### src/rtl/rxf_pkg.sv
package rxf_pkg;
  localparam logic [3:0] CODE_RX_EMPTY = 4'h4;
  localparam logic [3:0] CODE_RX_FULL  = 4'h2;

  typedef enum logic [1:0] {
    ST_IDLE  = 2'd0,
    ST_MATCH = 2'd1,
    ST_MOVE  = 2'd2
  } rxfState_t;

  typedef struct packed {
    logic capture;
    logic latchWin;
    logic move;
  } rxfCtl_t;
endpackage

### src/rtl/rxf_match_lane.sv
module rxf_match_lane #(
  parameter int ID_W = 29
) (
  input  logic [ID_W-1:0] candId,
  input  logic            candIde,
  input  logic [ID_W-1:0] refId,
  input  logic            refIde,
  input  logic [ID_W-1:0] mask,
  input  logic [3:0]      code,
  input  logic            checkCode,
  output logic            hit
);
  import rxf_pkg::*;

  logic codeOk;
  logic idOk;

  always_comb begin
    codeOk = !checkCode || (code == CODE_RX_EMPTY) || (code == CODE_RX_FULL);
    idOk   = (((candId ^ refId) & mask) == '0);
    hit    = codeOk && idOk && (candIde == refIde);
  end
endmodule

### src/rtl/rxf_control.sv
module rxf_control (
  input  logic             clk,
  input  logic             rstN,
  input  logic             frameDone,
  output rxf_pkg::rxfCtl_t ctl
);
  import rxf_pkg::*;

  rxfState_t stateQ;
  rxfState_t stateD;

  always_comb begin
    stateD = stateQ;
    unique case (stateQ)
      ST_IDLE:  if (frameDone) stateD = ST_MATCH;
      ST_MATCH: stateD = ST_MOVE;
      ST_MOVE:  stateD = frameDone ? ST_MATCH : ST_IDLE;
      default:  stateD = ST_IDLE;
    endcase
  end

  always_ff @(posedge clk or negedge rstN) begin
    if (!rstN) stateQ <= ST_IDLE;
    else       stateQ <= stateD;
  end

  always_comb begin
    ctl.capture  = frameDone;
    ctl.latchWin = (stateQ == ST_MATCH);
    ctl.move     = (stateQ == ST_MOVE);
  end
endmodule

### src/rtl/rxf_datapath.sv
module rxf_datapath #(
  parameter int NUM_MB = 8,
  parameter int ID_W   = 29,
  parameter int DATA_W = 64,
  parameter int IDX_W  = 3
) (
  input  logic                   clk,
  input  logic                   rstN,
  input  rxf_pkg::rxfCtl_t       ctl,
  input  logic [ID_W-1:0]        frameId,
  input  logic                   frameIde,
  input  logic [DATA_W-1:0]      frameData,
  input  logic [4*NUM_MB-1:0]    mbCode,
  input  logic [ID_W*NUM_MB-1:0] mbId,
  input  logic [NUM_MB-1:0]      mbIde,
  input  logic [ID_W*NUM_MB-1:0] mbMask,
  input  logic [ID_W-1:0]        globalMask,
  input  logic                   indMaskEn,
  input  logic                   fifoEn,
  input  logic                   fifoFull,
  input  logic [ID_W-1:0]        fifoId,
  input  logic                   fifoIde,
  input  logic [ID_W-1:0]        fifoMask,
  input  logic [NUM_MB-1:0]      flagClr,
  output logic                   moveValid,
  output logic                   moveFifo,
  output logic [IDX_W-1:0]       moveIdx,
  output logic [ID_W-1:0]        bufId,
  output logic                   bufIde,
  output logic [DATA_W-1:0]      bufData,
  output logic [NUM_MB-1:0]      mbFlag
);
  // Holding buffer
  logic [ID_W-1:0]   bufIdQ;
  logic              bufIdeQ;
  logic [DATA_W-1:0] bufDataQ;

  always_ff @(posedge clk or negedge rstN) begin
    if (!rstN) begin
      bufIdQ   <= '0;
      bufIdeQ  <= 1'b0;
      bufDataQ <= '0;
    end else if (ctl.capture) begin
      bufIdQ   <= frameId;
      bufIdeQ  <= frameIde;
      bufDataQ <= frameData;
    end
  end

  // Comparison lanes, one per mailbox
  logic [NUM_MB-1:0] mbHit;

  for (genvar g = 0; g < NUM_MB; g++) begin : g_lane
    logic [ID_W-1:0] laneMask;
    assign laneMask = indMaskEn ? mbMask[ID_W*g +: ID_W] : globalMask;
    rxf_match_lane #(.ID_W(ID_W)) lane_i (
      .candId   (bufIdQ),
      .candIde  (bufIdeQ),
      .refId    (mbId[ID_W*g +: ID_W]),
      .refIde   (mbIde[g]),
      .mask     (laneMask),
      .code     (mbCode[4*g +: 4]),
      .checkCode(1'b1),
      .hit      (mbHit[g])
    );
  end

  // FIFO filter lane
  logic            fifoHit;
  logic [ID_W-1:0] fifoLaneMask;
  assign fifoLaneMask = indMaskEn ? fifoMask : globalMask;

  rxf_match_lane #(.ID_W(ID_W)) fifoLane_i (
    .candId   (bufIdQ),
    .candIde  (bufIdeQ),
    .refId    (fifoId),
    .refIde   (fifoIde),
    .mask     (fifoLaneMask),
    .code     (4'h0),
    .checkCode(1'b0),
    .hit      (fifoHit)
  );

  // Lowest index wins
  logic             anyMb;
  logic [IDX_W-1:0] firstIdx;

  always_comb begin
    anyMb    = 1'b0;
    firstIdx = '0;
    for (int i = NUM_MB - 1; i >= 0; i--) begin
      if (mbHit[i]) begin
        anyMb    = 1'b1;
        firstIdx = IDX_W'(i);
      end
    end
  end

  logic fifoTake;
  assign fifoTake = fifoEn && !fifoFull && fifoHit;

  // Winner register
  logic             winHitQ;
  logic             winFifoQ;
  logic [IDX_W-1:0] winIdxQ;

  always_ff @(posedge clk or negedge rstN) begin
    if (!rstN) begin
      winHitQ  <= 1'b0;
      winFifoQ <= 1'b0;
      winIdxQ  <= '0;
    end else if (ctl.latchWin) begin
      winHitQ  <= fifoTake || anyMb;
      winFifoQ <= fifoTake;
      winIdxQ  <= fifoTake ? '0 : firstIdx;
    end
  end

  // Move-in and flags
  logic              moveNow;
  logic [NUM_MB-1:0] setVec;

  assign moveNow = ctl.move && winHitQ;

  always_comb begin
    setVec = '0;
    for (int i = 0; i < NUM_MB; i++) begin
      if (moveNow && !winFifoQ && (winIdxQ == IDX_W'(i))) setVec[i] = 1'b1;
    end
  end

  logic [NUM_MB-1:0] flagQ;

  always_ff @(posedge clk or negedge rstN) begin
    if (!rstN) flagQ <= '0;
    else       flagQ <= (flagQ & ~flagClr) | setVec;
  end

  assign moveValid = moveNow;
  assign moveFifo  = moveNow && winFifoQ;
  assign moveIdx   = winIdxQ;
  assign bufId     = bufIdQ;
  assign bufIde    = bufIdeQ;
  assign bufData   = bufDataQ;
  assign mbFlag    = flagQ;
endmodule

### src/rtl/rx_accept_filter.sv
module rx_accept_filter #(
  parameter int NUM_MB = 8,
  parameter int ID_W   = 29,
  parameter int DATA_W = 64,
  localparam int IDX_W = (NUM_MB > 1) ? $clog2(NUM_MB) : 1
) (
  input  logic                   clk,
  input  logic                   rstN,
  input  logic                   frameDone,
  input  logic [ID_W-1:0]        frameId,
  input  logic                   frameIde,
  input  logic [DATA_W-1:0]      frameData,
  input  logic [4*NUM_MB-1:0]    mbCode,
  input  logic [ID_W*NUM_MB-1:0] mbId,
  input  logic [NUM_MB-1:0]      mbIde,
  input  logic [ID_W*NUM_MB-1:0] mbMask,
  input  logic [ID_W-1:0]        globalMask,
  input  logic                   indMaskEn,
  input  logic                   fifoEn,
  input  logic                   fifoFull,
  input  logic [ID_W-1:0]        fifoId,
  input  logic                   fifoIde,
  input  logic [ID_W-1:0]        fifoMask,
  input  logic [NUM_MB-1:0]      flagClr,
  output logic                   moveValid,
  output logic                   moveFifo,
  output logic [IDX_W-1:0]       moveIdx,
  output logic [ID_W-1:0]        bufId,
  output logic                   bufIde,
  output logic [DATA_W-1:0]      bufData,
  output logic [NUM_MB-1:0]      mbFlag
);
  rxf_pkg::rxfCtl_t ctl;

  rxf_control control_i (
    .clk      (clk),
    .rstN     (rstN),
    .frameDone(frameDone),
    .ctl      (ctl)
  );

  rxf_datapath #(
    .NUM_MB(NUM_MB), .ID_W(ID_W), .DATA_W(DATA_W), .IDX_W(IDX_W)
  ) datapath_i (
    .clk       (clk),
    .rstN      (rstN),
    .ctl       (ctl),
    .frameId   (frameId),
    .frameIde  (frameIde),
    .frameData (frameData),
    .mbCode    (mbCode),
    .mbId      (mbId),
    .mbIde     (mbIde),
    .mbMask    (mbMask),
    .globalMask(globalMask),
    .indMaskEn (indMaskEn),
    .fifoEn    (fifoEn),
    .fifoFull  (fifoFull),
    .fifoId    (fifoId),
    .fifoIde   (fifoIde),
    .fifoMask  (fifoMask),
    .flagClr   (flagClr),
    .moveValid (moveValid),
    .moveFifo  (moveFifo),
    .moveIdx   (moveIdx),
    .bufId     (bufId),
    .bufIde    (bufIde),
    .bufData   (bufData),
    .mbFlag    (mbFlag)
  );
endmodule

### config.mk
export PLATFORM = sky130hd
export DESIGN_NAME = rx_accept_filter
export DESIGN_NICKNAME = d
export VERILOG_FILES = /design/src/rtl/rxf_pkg.sv /design/src/rtl/rxf_match_lane.sv /design/src/rtl/rxf_control.sv /design/src/rtl/rxf_datapath.sv /design/src/rtl/rx_accept_filter.sv
export SDC_FILE = /design/constraint.sdc
export NUM_CORES = 1
export LEC_CHECK = 0
export ABC_AREA = 0
export BUFFER_PORTS_ARGS = -buffer_cell sky130_fd_sc_hd__buf_2
export CORE_AREA = 2 2 310 312
export CTS_BUF_LIST = sky130_fd_sc_hd__clkbuf_8
export DETAILED_ROUTE_END_ITERATION = 16
export DIE_AREA = 0 0 312 314
export GPL_TIMING_DRIVEN = 1
export SYNTH_ARGS = -nofsm -noshare
export SYNTH_HDL_FRONTEND = slang
export SYNTH_SLANG_ARGS = --single-unit
export TNS_END_PERCENT = 50
### constraint.sdc
create_clock -name clk -period 2.1 [get_ports clk]
set_clock_uncertainty 0.15 [all_clocks]
set_input_delay 0.21 -clock clk [delete_from_list [all_inputs] [get_ports clk]]
set_output_delay 0.21 -clock clk [all_outputs]
set_load 0.01 [all_outputs]
==> results.tsv, run 1 <==
metric	value	unit
Initial Util	11.6	%
Crit path required time	2.31	ns
Max Slew Vio Count	0	
vias in the first global route	15200	
share of the synthesized area in the top cell type	24.9	%
crit-path max cell delay	0.50	ns
Synth Cell Area	0.0109	mm²
Fillers	10600	
PD cells	462	mW/mm²
Critical Path AT	2.84	ns
CTS tree	done	
total CTS buffers	9	
First-pass DRT Iterations	6	
max_cap viols	0	
die width	312	µm
worst skew pair latency	0.46	ns
DRC	0	
final setup fails	5	
Worst Hold Class	in -> async	
sequential cell area	0.00273	mm²
Synth Net Count	1805	
initial antenna violation count	114	
Gate Count Post-Synth	1105	
Setup crit end kind	register	
Main synth FF type	dfrtp_1	
Post-Route Utilization	21.8	%
CTS H-tree depth	3	
Slew HR	59.9	%
EDFF count, synth	0	
area grow syn2layout	88.2	%
Async SR Flop Fraction	100	%
gr usage total	22.4	%
VDD IR max	0.000654	V
global-route wire length before repair	143	mm
ANT nets after route	0	
startpoint type of the worst setup path	register	
crit path cell chain	buf_4, xnor2_4, buf_6, o2111ai_4, nor4_2, buf_4, nand4_1, buf_6, nand3_1, a2bb2oi_2, o21ai_1	
via count	14400	
Worst Reg-to-Reg Cells	11	
Synth area leader	dfrtp_1	
Setup WS post-layout	-0.528	ns
period utilization	125	%
GPL Wtd Cong	0.940	
top cells by area, synth	dfrtp_1 25%, mux2i_1 23%, xnor2_1 21%	
unrepaired setup endpoints after global routing	true	
TritonCTS Sinks	109	
sequential share of the synthesized area	24.9	%
largest delay contributor family on the critical path	buffers and inverters	
global route overflow	0	
fin nets	2915	
worst slew pin tran	0.602	ns
total core area	0.0944	mm²
WL/cell	32.5	µm
Max Freq	0.381	GHz
row cnt	113	
I/O Buffers	806	
failing checks	setup timing	
Vias/cell	4.11	
Final Hold Viols	0	
Multi-input gate area	0.00789	mm²
Lkg Pwr	9.66	nW
placed cells	3365	
WP buf/inv	4	
pin count of the biggest net entering global routing	37	
Levels on crit path	11	
Final HPWL DP	98.9	mm
#FFs+latches synth	109	
sum of negative setup slack	-2.17	ns
Final Routed Wirelength	114	mm
min cycle time layout	2.63	ns
Critical-path top delay cell	dfrtp_2	
layout cells sized above 1	55.7	%
most frequent cells in the layout	803 x buf_2, 259 x xnor2_1, 251 x mux2i_1	
status	finished with violations	
Synth Area per Inst	9.90	µm²
io pins	807	
synth warn	0	
Clock Root Buffer	clkbuf_8	
Worst-path clk slew	0.14	ns
Worst Path Max Fanout	4	
Longest Clk Path Bufs	2	
Setup CP Type	reg -> reg	
die area	0.0980	mm²
Chip Height	314	µm
unique cell type count in the Yosys netlist	38	
hold_ws	0.129	ns
final cell count without fillers	3505	
most common cell after layout, fill and taps aside	buf_2	
starting DRC count in detailed routing	804	
Tot Pwr	9.51	mW
## worst paths after layout
check / end / slack [ns] / from
max: datapath_i.moveIdx[0]$_DFFE_PN0N_ / -0.53 / datapath_i.bufIde$_DFFE_PN0P_
min: datapath_i.bufId[13]$_DFFE_PN0P_ / 0.13 / rstN
max reg2reg: datapath_i.moveIdx[0]$_DFFE_PN0N_ / -0.53 / datapath_i.bufIde$_DFFE_PN0P_
min reg2reg: datapath_i.bufData[52]$_DFFE_PN0P_ / 0.36 / datapath_i.bufData[52]$_DFFE_PN0P_
max in group asynchronous: datapath_i.mbFlag[4]$_DFF_PN0_ / 1.02 / rstN
min in group clk: datapath_i.bufData[62]$_DFFE_PN0P_ / 0.15 / frameDone
## through the flow
stage               setup WS, ns  instance area (µm²)
finish                    -0.528                20600
global route              -0.576                20500
CTS                       -0.549                20500
detailed placement         -1.22                19000
global placement           -1.34                19000
floorplan               0.000397                10900
## flip-flops by register name, summed over array words and instances (netlist names)
register,flops
datapath_i.mbFlag,8
control_i.stateQ,2
datapath_i.bufIde,1
datapath_i.moveIdx,3
datapath_i.winFifoQ,1
datapath_i.bufId,29
datapath_i.winHitQ,1
datapath_i.bufData,64
## power breakdown
group | total [mW] | internal [mW] | leakage (nW) | switching [mW]
clock network | 1.49 | 0.594 | 0.106 | 0.893
registers | 2.43 | 2.29 | 1.30 | 0.144
logic | 5.59 | 2.72 | 8.25 | 2.87
total | 9.51 | 5.60 | 9.66 | 3.91
## synth_stat cells (all sizes together), types with 8 or more instances
| cell | number |
|---|---|
| inv | 11 |
| nor4 | 39 |
| xor2 | 11 |
| mux2i | 251 |
| nand2 | 20 |
| xnor2 | 267 |
| buf | 38 |
| mux2 | 97 |
| or4 | 8 |
| o22ai | 138 |
| nor2 | 9 |
| a21oi | 8 |
| dfrtp | 109 |
| nand4 | 11 |
| clkbuf | 59 |
## area by class of cell
type / count / area share [%]
flip-flops and latches: 109 / 13.3
clock buffers: 10 / 0.668
repair buffers: 1196 / 39.3
clock inverters: 6 / 0.340
well taps: 1265 / 7.69
multi-input cells: 888 / 38.3
diodes: 20 / 0.243
inverters: 11 / 0.201
## logic make-up after synthesis
kind of cell / synth area share (%)
XOR/XNOR: 22.3
flip-flops: 24.9
AND/OR/NAND/NOR: 5.33
buffers and inverters: 5.25
AO/OA/AOI/OAI: 9.31
multiplexers: 32.9
## per-layer routing
metal	share of wire (%)	track usage [%]	up-vias
li1	-	-	6288
met1	40	26.7	6958
met2	46	37.4	858
met3	9.9	8.75	226
met4	3.0	5.94	88
met5	0.49	0	-
## repair_timing
item,CTS,global route
hold endpoints to repair,184,0
setup endpoints to repair,5,5
hold buffers,103,0
resized for setup,35,8
pin swaps,8,2
setup buffers,1,0
Power figures use the tool's default switching activity.
==> inputs of run 2 (changes only) <==
- ABC_AREA: 0 -> 1
- CORE_AREA: 2 2 310 312 -> 2 2 317 319
- DIE_AREA: 0 0 312 314 -> 0 0 319 321
==> results.tsv, run 2 <==
metric	value	unit
sequential share of the synthesized area	22.6	%
sum of negative setup slack	-0.702	ns
Slew HR	39.6	%
most common cell after layout, fill and taps aside	nand2_1	
worst skew pair latency	0.48	ns
hold path startpoint	frameDone	
Fillers	11500	
total CTS buffers	9	
most frequent cells in the layout	1,255 x nand2_1, 803 x buf_2, 240 x buf_4	
max FFs per register	64	
WHS Path Cells	5	
starting DRC count in detailed routing	1254	
VDD IR max	0.000300	V
top cells by area, synth	nand2_1 40%, dfrtp_1 23%, xor2_1 16%	
unrepaired setup endpoints after global routing	true	
GPL Wtd Cong	0.977	
hold_ws	0.127	ns
final setup fails	4	
First-pass DRT Iterations	7	
reg2reg end	datapath_i.moveIdx[0]$_DFFE_PN0N_	
Setup crit end kind	register	
sequential cell area	0.00274	mm²
TritonCTS Sinks	109	
Worst Hold Class	in -> reg	
synth warn	0	
EDFF count, synth	0	
Chip Height	321	µm
WL/cell	27.7	µm
failing checks	setup timing	
most common cell in the netlist	nand2_1	
Worst-path clk slew	0.14	ns
period utilization	109	%
Max Slew Vio Count	0	
hold path endpoint	datapath_i.bufData[33]$_DFFE_PN0P_	
Synth Net Count	2827	
Worst Reg-to-Reg Cells	12	
Clock Root Buffer	clkbuf_8	
r2r setup slk	-0.19	ns
io pins	807	
Worst Path Max Fanout	11	
Synth Cell Area	0.0120	mm²
max_cap viols	0	
Final Hold Viols	0	
Critical Path AT	2.57	ns
status	finished with violations	
fin nets	3994	
total core area	0.0993	mm²
die area	0.102	mm²
global route overflow	0	
Main synth FF type	dfrtp_1	
Synth area leader	nand2_1	
via count	18800	
area grow syn2layout	87.2	%
commonest cells in the netlist	1,284 x nand2_1, 224 x xor2_1, 109 x dfrtp_1	
row cnt	116	
worst slew pin tran	0.903	ns
Lkg Pwr	13.1	nW
Final HPWL DP	114	mm
Async SR Flop Fraction	100	%
unique cell type count in the Yosys netlist	32	
PD cells	442	mW/mm²
I/O Buffers	806	
layout cells sized above 1	38.5	%
global-route wire length before repair	167	mm
Max Freq	0.437	GHz
CTS H-tree depth	3	
die width	319	µm
Tot Pwr	9.97	mW
Synth Area per Inst	5.66	µm²
Gate Count Post-Synth	2127	
Vias/cell	4.07	
#FFs+latches synth	109	
RR Startpoint	datapath_i.bufId[13]$_DFFE_PN0P_	
worst slack, placed	-0.855	ns
startpoint type of the worst setup path	register	
Setup WS post-layout	-0.187	ns
Final Routed Wirelength	128	mm
min cycle time layout	2.29	ns
initial antenna violation count	94	
Crit path required time	2.38	ns
Multi-input gate area	0.00890	mm²
Setup CP Type	reg -> reg	
gr usage total	24.4	%
Longest Clk Path Bufs	2	
Initial Util	12.1	%
DRC	0	
ANT nets after route	0	
vias in the first global route	19300	
CTS tree	done	
share of the synthesized area in the top cell type	40.0	%
pin count of the biggest net entering global routing	56	
[run 2: changes by cell type in the layout (fill, tap and decap cells not counted), moves of 51 or more]
cell and change:
mux2_2 -96, xnor2_1 -255, mux2i_1 -251, nor2_1 +78, o22ai_1 -136, inv_1 +92
nand4_1 +51, nand2_1 +1236, xor2_1 +202
[run 2: per-layer routing]
metal / global-route usage (%) / vias to the layer above / wire length, µm
met4: 6.61 / 82 / 3700
met5: 0 / - / 517
met1: 30.6 / 8768 / 55300
li1: - / 8861 / -
met3: 6.45 / 222 / 9500
met2: 41.0 / 898 / 59300
[run 2: worst max-delay path, cell delays in order, from the launching register on]
cell     delay [ns]
dfrtp_1        0.44
buf_12         0.18
buf_4          0.17
xor2_1         0.18
buf_4          0.16
nand2_1        0.08
buf_4          0.11
nand4_1        0.10
nor3_1         0.21
nand3_1        0.19
nand2_2        0.12
nand2_1        0.06
nand2_1        0.06
[run 2: layout make-up]
type / instances / share of cell area, %
inverter: 107 / 1.78
antenna: 30 / 0.333
tap: 1298 / 7.20
clock buffer: 10 / 0.610
clock inverter: 6 / 0.300
timing repair buffer: 1239 / 38.1
sequential: 109 / 12.1
multi-input combinational: 1828 / 39.5
[run 2: per-stage QoR]
stage / area, µm² / util, % / cells
after floorplan: 12000 / - / 2127
after global placement: 20600 / 20.8 / 4458
after detailed placement: 20600 / 20.8 / 4458
after CTS: 22300 / 22.5 / 4591
after global routing: 22500 / 22.7 / 4610
final: 22500 / 22.7 / 4627
[run 2: what timing repair did]
| action | CTS | global route |
|---|---|---|
| pin swaps | 35 | 45 |
| setup buffers | 12 | 7 |
| hold buffers | 105 | 0 |
| endpoints found under the hold margin | 211 | 0 |
| resized for setup | 76 | 39 |
| endpoints found under the setup margin | 5 | 5 |
[run 2: worst max-delay path by stage]
| stage | slack [ns] | end | start | depth (start not counted) |
|---|---|---|---|---|
| floorplan | 0.16 | datapath_i.moveIdx[1]$_DFFE_PN0N_ | datapath_i.bufIde$_DFFE_PN0P_ | 14 |
| global placement | -0.93 | datapath_i.winHitQ$_DFFE_PN0N_ | indMaskEn | 18 |
| detailed placement | -0.86 | datapath_i.winHitQ$_DFFE_PN0N_ | indMaskEn | 18 |
| CTS | -0.22 | datapath_i.moveIdx[0]$_DFFE_PN0N_ | datapath_i.bufId[5]$_DFFE_PN0P_ | 12 |
| global route | -0.28 | datapath_i.moveIdx[1]$_DFFE_PN0N_ | datapath_i.bufId[9]$_DFFE_PN0P_ | 14 |
| finish | -0.19 | datapath_i.moveIdx[0]$_DFFE_PN0N_ | datapath_i.bufId[13]$_DFFE_PN0P_ | 12 |
[run 2: kinds of logic after synthesis]
logic type,Yosys count,share of synthesized area [%]
flip-flops,109,22.6
buffers and inverters,190,6.70
AND/OR/NAND/NOR,1543,51.2
XOR/XNOR,228,16.6
AO/OA/AOI/OAI,57,2.86
[run 2: report_power, final]
| group | internal [mW] | switching [mW] | leakage (nW) |
|---|---|---|---|
| clock | 0.497 | 0.990 | 0.103 |
| sequential | 2.31 | 0.167 | 1.34 |
| combinational | 2.52 | 3.48 | 11.6 |
| total | 5.33 | 4.64 | 13.1 |
